$ cat src/rtl/vend_pkg.sv
package vend_pkg;

    // Classified content of one cycle of the coin slot
    typedef enum logic [2:0] {
        COIN_NONE    = 3'd0,
        COIN_NICKEL  = 3'd1,
        COIN_DIME    = 3'd2,
        COIN_QUARTER = 3'd3,
        COIN_MULTI   = 3'd4
    } coin_kind_e;

endpackage

$ cat src/rtl/vend_coin_sel.sv
module vend_coin_sel
    import vend_pkg::*;
(
    input  logic       nickel_i,
    input  logic       dime_i,
    input  logic       quarter_i,
    output coin_kind_e kind_o
);

    always_comb begin
        unique case ({quarter_i, dime_i, nickel_i})
            3'b000:  kind_o = COIN_NONE;
            3'b001:  kind_o = COIN_NICKEL;
            3'b010:  kind_o = COIN_DIME;
            3'b100:  kind_o = COIN_QUARTER;
            default: kind_o = COIN_MULTI;
        endcase
    end

endmodule

$ cat src/rtl/vend_credit_fsm.sv
module vend_credit_fsm
    import vend_pkg::*;
#(
    parameter int LEVELS    = 5,
    parameter int NICKEL_U  = 1,
    parameter int DIME_U    = 2,
    parameter int QUARTER_U = 5,
    parameter int LVL_W     = 3
) (
    input  logic             clk,
    input  logic             rst,
    input  coin_kind_e       kind_i,
    output logic [LVL_W-1:0] credit_o,
    output logic             vend_o,
    output logic             refuse_o
);

    localparam int MAX_U = (QUARTER_U > DIME_U) ?
                           ((QUARTER_U > NICKEL_U) ? QUARTER_U : NICKEL_U) :
                           ((DIME_U > NICKEL_U) ? DIME_U : NICKEL_U);
    localparam int SUM_W = $clog2(LEVELS + MAX_U + 1);

    typedef struct packed {
        logic [LVL_W-1:0] lvl;
        logic             vend;
        logic             refuse;
    } st_t;

    st_t             st_d, st_q;
    logic [SUM_W-1:0] add_units;
    logic [SUM_W-1:0] sum_units;

    always_comb begin
        st_d        = st_q;
        st_d.vend   = 1'b0;
        st_d.refuse = 1'b0;
        add_units   = '0;
        unique case (kind_i)
            COIN_NICKEL:  add_units = SUM_W'(NICKEL_U);
            COIN_DIME:    add_units = SUM_W'(DIME_U);
            COIN_QUARTER: add_units = SUM_W'(QUARTER_U);
            default:      add_units = '0;
        endcase
        sum_units = SUM_W'(st_q.lvl) + add_units;

        if (kind_i == COIN_MULTI) begin
            st_d.refuse = 1'b1;
        end else if (kind_i != COIN_NONE) begin
            if (sum_units == SUM_W'(LEVELS)) begin
                st_d.vend = 1'b1;
                st_d.lvl  = '0;
            end else if (sum_units > SUM_W'(LEVELS)) begin
                st_d.refuse = 1'b1;
            end else begin
                st_d.lvl = LVL_W'(sum_units);
            end
        end
    end

    always_ff @(posedge clk) begin
        if (rst) begin
            st_q <= '0;
        end else begin
            st_q <= st_d;
        end
    end

    assign credit_o = st_q.lvl;
    assign vend_o   = st_q.vend;
    assign refuse_o = st_q.refuse;

endmodule

$ cat src/rtl/vend_ctrl.sv
module vend_ctrl
    import vend_pkg::*;
#(
    parameter int PRICE_C   = 25,
    parameter int UNIT_C    = 5,
    parameter int NICKEL_C  = 5,
    parameter int DIME_C    = 10,
    parameter int QUARTER_C = 25
) (
    input  logic clk,
    input  logic rst,
    input  logic nickel_i,
    input  logic dime_i,
    input  logic quarter_i,
    output logic vend_o,
    output logic refuse_o
);

    localparam int LEVELS = PRICE_C / UNIT_C;
    localparam int LVL_W  = (LEVELS > 1) ? $clog2(LEVELS) : 1;

    coin_kind_e       kind;
    logic [LVL_W-1:0] credit_lvl;

    vend_coin_sel u_sel (
        .nickel_i  (nickel_i),
        .dime_i    (dime_i),
        .quarter_i (quarter_i),
        .kind_o    (kind)
    );

    vend_credit_fsm #(
        .LEVELS    (LEVELS),
        .NICKEL_U  (NICKEL_C / UNIT_C),
        .DIME_U    (DIME_C / UNIT_C),
        .QUARTER_U (QUARTER_C / UNIT_C),
        .LVL_W     (LVL_W)
    ) u_fsm (
        .clk      (clk),
        .rst      (rst),
        .kind_i   (kind),
        .credit_o (credit_lvl),
        .vend_o   (vend_o),
        .refuse_o (refuse_o)
    );

endmodule

$ cat config.mk
export PLATFORM = sky130hd
export DESIGN_NAME = vend_ctrl
export DESIGN_NICKNAME = d
export VERILOG_FILES = /design/src/rtl/vend_pkg.sv /design/src/rtl/vend_coin_sel.sv /design/src/rtl/vend_credit_fsm.sv /design/src/rtl/vend_ctrl.sv
export SDC_FILE = /design/constraint.sdc
export NUM_CORES = 1
export LEC_CHECK = 0
export BUFFER_PORTS_ARGS = -buffer_cell sky130_fd_sc_hd__buf_2
export CAP_MARGIN = 40
export CORE_AREA = 5 5 42 44
export DETAILED_ROUTE_END_ITERATION = 7
export DIE_AREA = 0 0 47 49
export PLACE_DENSITY = 0.43
export SLEW_MARGIN = 40
export SYNTH_ARGS = -nofsm -noshare
export SYNTH_HDL_FRONTEND = slang
export SYNTH_SLANG_ARGS = --single-unit
$ cat constraint.sdc
create_clock -name clk -period 4.4 [get_ports clk]
set_clock_uncertainty 0.1 [all_clocks]
set_input_delay 0.88 -clock clk [delete_from_list [all_inputs] [get_ports clk]]
set_output_delay 0.88 -clock clk [all_outputs]
set_load 0.01 [all_outputs]
## After elaboration in Yosys (flattened, before gate mapping)

Index checks and enable logic that the tools add are counted.

- Register bits after elaboration: 5
- Bits in latches: 0
- RAM bits: 0
- Bits in read-only memories: 0
- Input port bits: 5
- Output and inout bits: 2
- Word-level logic and storage cells: 29
- Memories kept: 0

- Add/sub/neg operators: 1
- Multiply operators: 0
- Divide/modulo/power cells: 0
- Order comparisons: 1
- Eq/ne operators: 9
- Shift operators: 0
- Multiplexer cells: 9
- Bitwise logic cells: 2
- Reduce and logical (&&, ||, !) cells: 4

Operators with widths:

| kind | count |
|---|---|
| 3-bit one-hot mux with 4 select lines | 1 |
| 3-bit by 2-bit == test with 1-bit output (second input constant) | 3 |
| 3-bit one-hot mux with 3 select lines | 1 |
| 3-bit by 1-bit == test with 1-bit output (second input constant) | 2 |
| 3-bit == test (second input constant) | 2 |
| 3-bit 2-to-1 mux | 2 |
| 1-bit 2-to-1 mux | 5 |
| 3-bit by 3-bit adder with 4-bit output | 1 |
| 4-bit by 3-bit == test with 1-bit output (second input constant) | 1 |
| 4-bit by 3-bit > comparator with 1-bit output (second input constant) | 1 |
| 3-bit zero test | 1 |
| 3-bit AND reduction | 1 |
| 3-bit nonzero test | 1 |
| 3-bit OR reduction | 1 |
| 2-bit by 1-bit != test with 1-bit output (second input constant) | 1 |
| 1-bit inverter | 2 |

## Logic depth before layout (Yosys ltp)

- Depth in word-level cells: 10
- Depth in mapped cells: 9
- Mapped depth without buffers: 8

## By module

A second synthesis with hierarchy kept.

- Cells, all modules: 35
- Area, all modules: 365.4 sq um

By module, submodules not included:

| module | times used | cells an instance | area an instance (sq um) | sequential area each (sq um) |
|---|---|---|---|---|
| vend_credit_fsm | 1 | 30 | 329.1 | 100.1 |
| vend_coin_sel | 1 | 5 | 36.3 | 0.0 |

## Worst setup path after synthesis

No wires, ideal clock.

- Kind: input port to flip-flop
- From: in quarter_i
- To: reg u_fsm.st_q, in the netlist u_fsm.refuse_o
- Library setup time: 0.121 ns
- Arrival time: 2.756 ns
- Data required time: 4.179 ns
- Slack: 1.423 ns
- Cell stages on the path: 9
- Path buffers: 1
- Cells stage by stage: clkbuf_1 -> xnor2_1 -> nor2_1 -> ha_1 -> fa_1 -> xor2_2 -> a221o_2 -> a211oi_2 -> nor3_1

- Word-level cells in the longest chain between the ends: 10
- Elaborated cells on any way between the ends: 18
- Those cells by class: add/sub: 1; order compare: 1; eq/ne: 8; mux: 6; reduce/logical: 2

Ends and longest elaborated chain:

| what | RTL line | text |
|---|---|---|
| from (decl) | vend_ctrl.sv:14 | `input logic quarter_i,` |
| 3-bit == test, or another cell as far along | vend_coin_sel.sv:11 | `unique case ({quarter_i, dime_i, nickel_i})` |
| 3-bit one-hot mux with 4 select lines * | vend_coin_sel.sv:11 |  |
| 3-bit by 2-bit == test with 1-bit output / 3-bit by 1-bit == test with 1-bit output (equally long branches) | vend_credit_fsm.sv:38 | `unique case (kind_i)` |
| 3-bit one-hot mux with 3 select lines | vend_credit_fsm.sv:38 |  |
| 3-bit by 3-bit adder with 4-bit output | vend_credit_fsm.sv:44 | `sum_units = SUM_W'(st_q.lvl) + add_units;` |
| 4-bit by 3-bit > comparator with 1-bit output | vend_credit_fsm.sv:52 | `end else if (sum_units > SUM_W'(LEVELS)) begin` |
| 1-bit 2-to-1 mux | vend_credit_fsm.sv:52 |  |
| 1-bit 2-to-1 mux | vend_credit_fsm.sv:49 | `if (sum_units == SUM_W'(LEVELS)) begin` |
| 1-bit 2-to-1 mux | vend_credit_fsm.sv:48 | `end else if (kind_i != COIN_NONE) begin` |
| 1-bit 2-to-1 mux * | vend_credit_fsm.sv:46 | `if (kind_i == COIN_MULTI) begin` |
| to (signal assigned) | vend_credit_fsm.sv:64 | `st_q <= st_d;` |
| to (decl) | vend_credit_fsm.sv:29 | `st_t st_d, st_q;` |

Every way passes the cells marked *; elsewhere a longest branch is shown, timed or not.
A chain may end at the register's enable or synchronous reset.

## Final worst setup path

Ends and elaborated chain as after synthesis.

==> impl_metrics.csv <==
group,metric,value,unit
global_route,grt_pass1_vias,342,
yosys,synthesis.area,363,sq um
finish,nets,58,
hold_path,hp-class,"reg2reg",
clock_network,htreeDepth,1,
finish,fillers,166,
power_and_ir_drop,p_leak,0.000180,uW
finish,fin_area,430,sq um
clock_network,ctsHoldBuffers,0,
power_and_ir_drop,switching_power,35.2,uW
setup_path,startpoint,"quarter_i",
finish,area_growth,18.6,%
power_and_ir_drop,ir_worst_vdd,0.219,mV
yosys,ys_types,23,
place,port_buffers,6,
die,start_util,25.9,%
yosys,synth_top_area_share,27.6,%
power_and_ir_drop,p_total,130,uW
global_route,track_usage,8.39,%
yosys,synth-edff-count,0,
finish,regArea,100,sq um
power_and_ir_drop,p_int,94.3,uW
power_and_ir_drop,swShare,27.2,%
timing,relSlewSlack,71.4,%
timing,period_needed,2.77,ns
finish,drive_gt1_share,25.0,%
yosys,synth-seq-area-share,27.6,%
power_and_ir_drop,p_comb_share,22.4,%
clock_network,cts_buffers,3,
yosys,synth_seq_cells,5,
yosys,syn-instance-count,40,
detailed_routing,vias,339,
global_route,grt_max_degree,9,
die,io_pins,7,
timing,hold_slack,0.390,ns
clock_network,clk_latency,0.24,ns
global_route,grt_pass1_wl,1.40,mm
finish,utilization,30.7,%
clock_network,clock_path_buffers,2,
timing,tightest_slew,0.429,ns
flow_run,maxCapViolCount,0,
yosys,yosys_most_used_dff,"dfxtp_1",
yosys,avgSynthCellArea,9.07,sq um
setup_path,cp-start-kind,"primary input",
clock_network,cts_tree,"yes",
run_status,status,"complete, no violations",
die,die_area,2300,sq um
clock_network,root_buffer,"clkbuf_4",
setup_path,r2r_cells,6,
die,die_w,47,microns
setup_path,r2r_slack,2.31,ns
timing,rsz0062_at_grt,"no",
detailed_routing,viasPerCell,5.30,
die,rows,14,
setup_path,cp_data_arrival_time,2.78,ns
detailed_routing,drc_errors,0,
yosys,yosysWarnings,0,
die,die_h,49,microns
setup_path,crit_type,"in2reg",
timing,max_freq,361,MHz
setup_path,worst_setup_path_end_kind,"flip-flop",
global_route,overflow,0,
timing,fin_setup_tns,0,ns
setup_path,timing.rr.end,"u_fsm.refuse_o$_SDFF_PP0_",
yosys,synthTopCellsByArea,"dfxtp_1, ha_1, o21ai_0",
setup_path,cp_max_fo,8,
timing,final_hold_viol_count,0,
timing,slew_viol_final,0,
power_and_ir_drop,power_density,301,nW/um^2
setup_path,required,4.42,ns
setup_path,crit_end,"u_fsm.refuse_o$_SDFF_PP0_",
die,fp.coreArea,1400,sq um
place,placed_area,404,sq um
yosys,syn_nets,49,
clock_network,clk_pin_slew_worst_paths,0.04,ns
power_and_ir_drop,p_clk_share,39.0,%
timing,finalCritPeriodShare,62.9,%
detailed_routing,wl_per_cell,12.4,microns
clock_network,cts.sinks,5,
yosys,yosys.area.top_type,"dfxtp_1",
finish,multi_input_area,250,sq um
clock_network,postCtsSetupBuffers,0,
detailed_routing,drtIter0Drc,7,
finish,diodes,0,
timing,setup_viol,0,
place,hpwl,661,microns
global_route,antenna_found_initial,0,
yosys,async_reset_ff_share,0,%
power_and_ir_drop,pwr-share-seq,38.6,%
setup_path,r2r_start,"u_fsm.credit_o[0]$_SDFFE_PP0P_",
place,gp_congestion,0.674,
yosys,synthTopCellsByCount,"dfxtp_1, o21ai_0, a21oi_1, ha_1",
detailed_routing,wl,796,microns
detailed_routing,ant_nets,0,
clock_network,cts-resized-gates,0,
detailed_routing,drt-pass1-iter-count,4,
[sequential cells by signal, summed over array words and instances (netlist names)]
| signal | count |
|---|---|
| u_fsm.refuse_o | 1 |
| u_fsm.vend_o | 1 |
| u_fsm.credit_o | 3 |
[power by group through the flow]
stage | sequential [uW] | combinational [uW] | clock [uW]
floorplan | 50.7 | 20.9 | 0
global placement | 50.7 | 27.8 | 0
detailed placement | 50.8 | 28.8 | 0
CTS | 50.0 | 29.1 | 53.2
global route | 50.2 | 33.6 | 58.4
finish | 50.0 | 29.1 | 50.5
[cell families after synthesis]
kind of cell / synth area share [%]
compound gates: 30.0
simple gates: 13.8
flops: 27.6
fa+ha+maj: 15.9
xor+xnor: 9.31
buf+inv: 3.44
[layer usage]
layer	vias up	share of wire [%]	GRT usage (%)
met1	161	41	8.83
li1	169	-	-
met3	0	4.0	4.43
met5	-	0	0
met4	0	0	2.76
met2	9	55	13.8
[layout by cell type, fill, tap and decap left out, drive strengths merged, types with 2 or more instances in the layout]
master,Yosys,routed
a211oi,2,2
ha,3,3
nor2,2,2
o21ai,5,5
buf,1,6
clkbuf,1,4
nand4,2,2
xor2,2,2
nor3b,2,2
a21oi,4,4
nor3,2,2
dfxtp,5,5
[critical path, stage by stage]
cell and delay [ns]:
buf_2 0.15, xnor2_1 0.15, nor2_1 0.05, ha_1 0.22, fa_1 0.42, xor2_2 0.21, a221o_2 0.40, a211oi_2 0.22
nor3_1 0.07
[area by class of cell]
| class | count | share of cell area [%] |
|---|---|---|
| clock buffers | 4 | 6.10 |
| inverters | 1 | 0.872 |
| multi-input cells | 32 | 58.1 |
| flip-flops and latches | 5 | 23.3 |
| well taps | 16 | 4.65 |
| repair buffers | 6 | 6.98 |
[how the worst min path moves through the flow]
stage                                   startpoint                             end  cells after the start
floorplan           u_fsm.credit_o[0]$_SDFFE_PP0P_  u_fsm.credit_o[0]$_SDFFE_PP0P_                      2
global placement    u_fsm.credit_o[0]$_SDFFE_PP0P_  u_fsm.credit_o[0]$_SDFFE_PP0P_                      2
detailed placement  u_fsm.credit_o[2]$_SDFFE_PP0P_  u_fsm.credit_o[2]$_SDFFE_PP0P_                      2
CTS                 u_fsm.credit_o[2]$_SDFFE_PP0P_  u_fsm.credit_o[2]$_SDFFE_PP0P_                      2
global route        u_fsm.credit_o[2]$_SDFFE_PP0P_  u_fsm.credit_o[2]$_SDFFE_PP0P_                      2
finish              u_fsm.credit_o[2]$_SDFFE_PP0P_  u_fsm.credit_o[2]$_SDFFE_PP0P_                      2
[through the flow]
stage,cells,setup slack [ns]
global placement,60,1.43
global route,64,1.48
floorplan,40,1.42
detailed placement,60,1.39
CTS,64,1.64
finish,64,1.63
(Power assumes the default switching activity.)
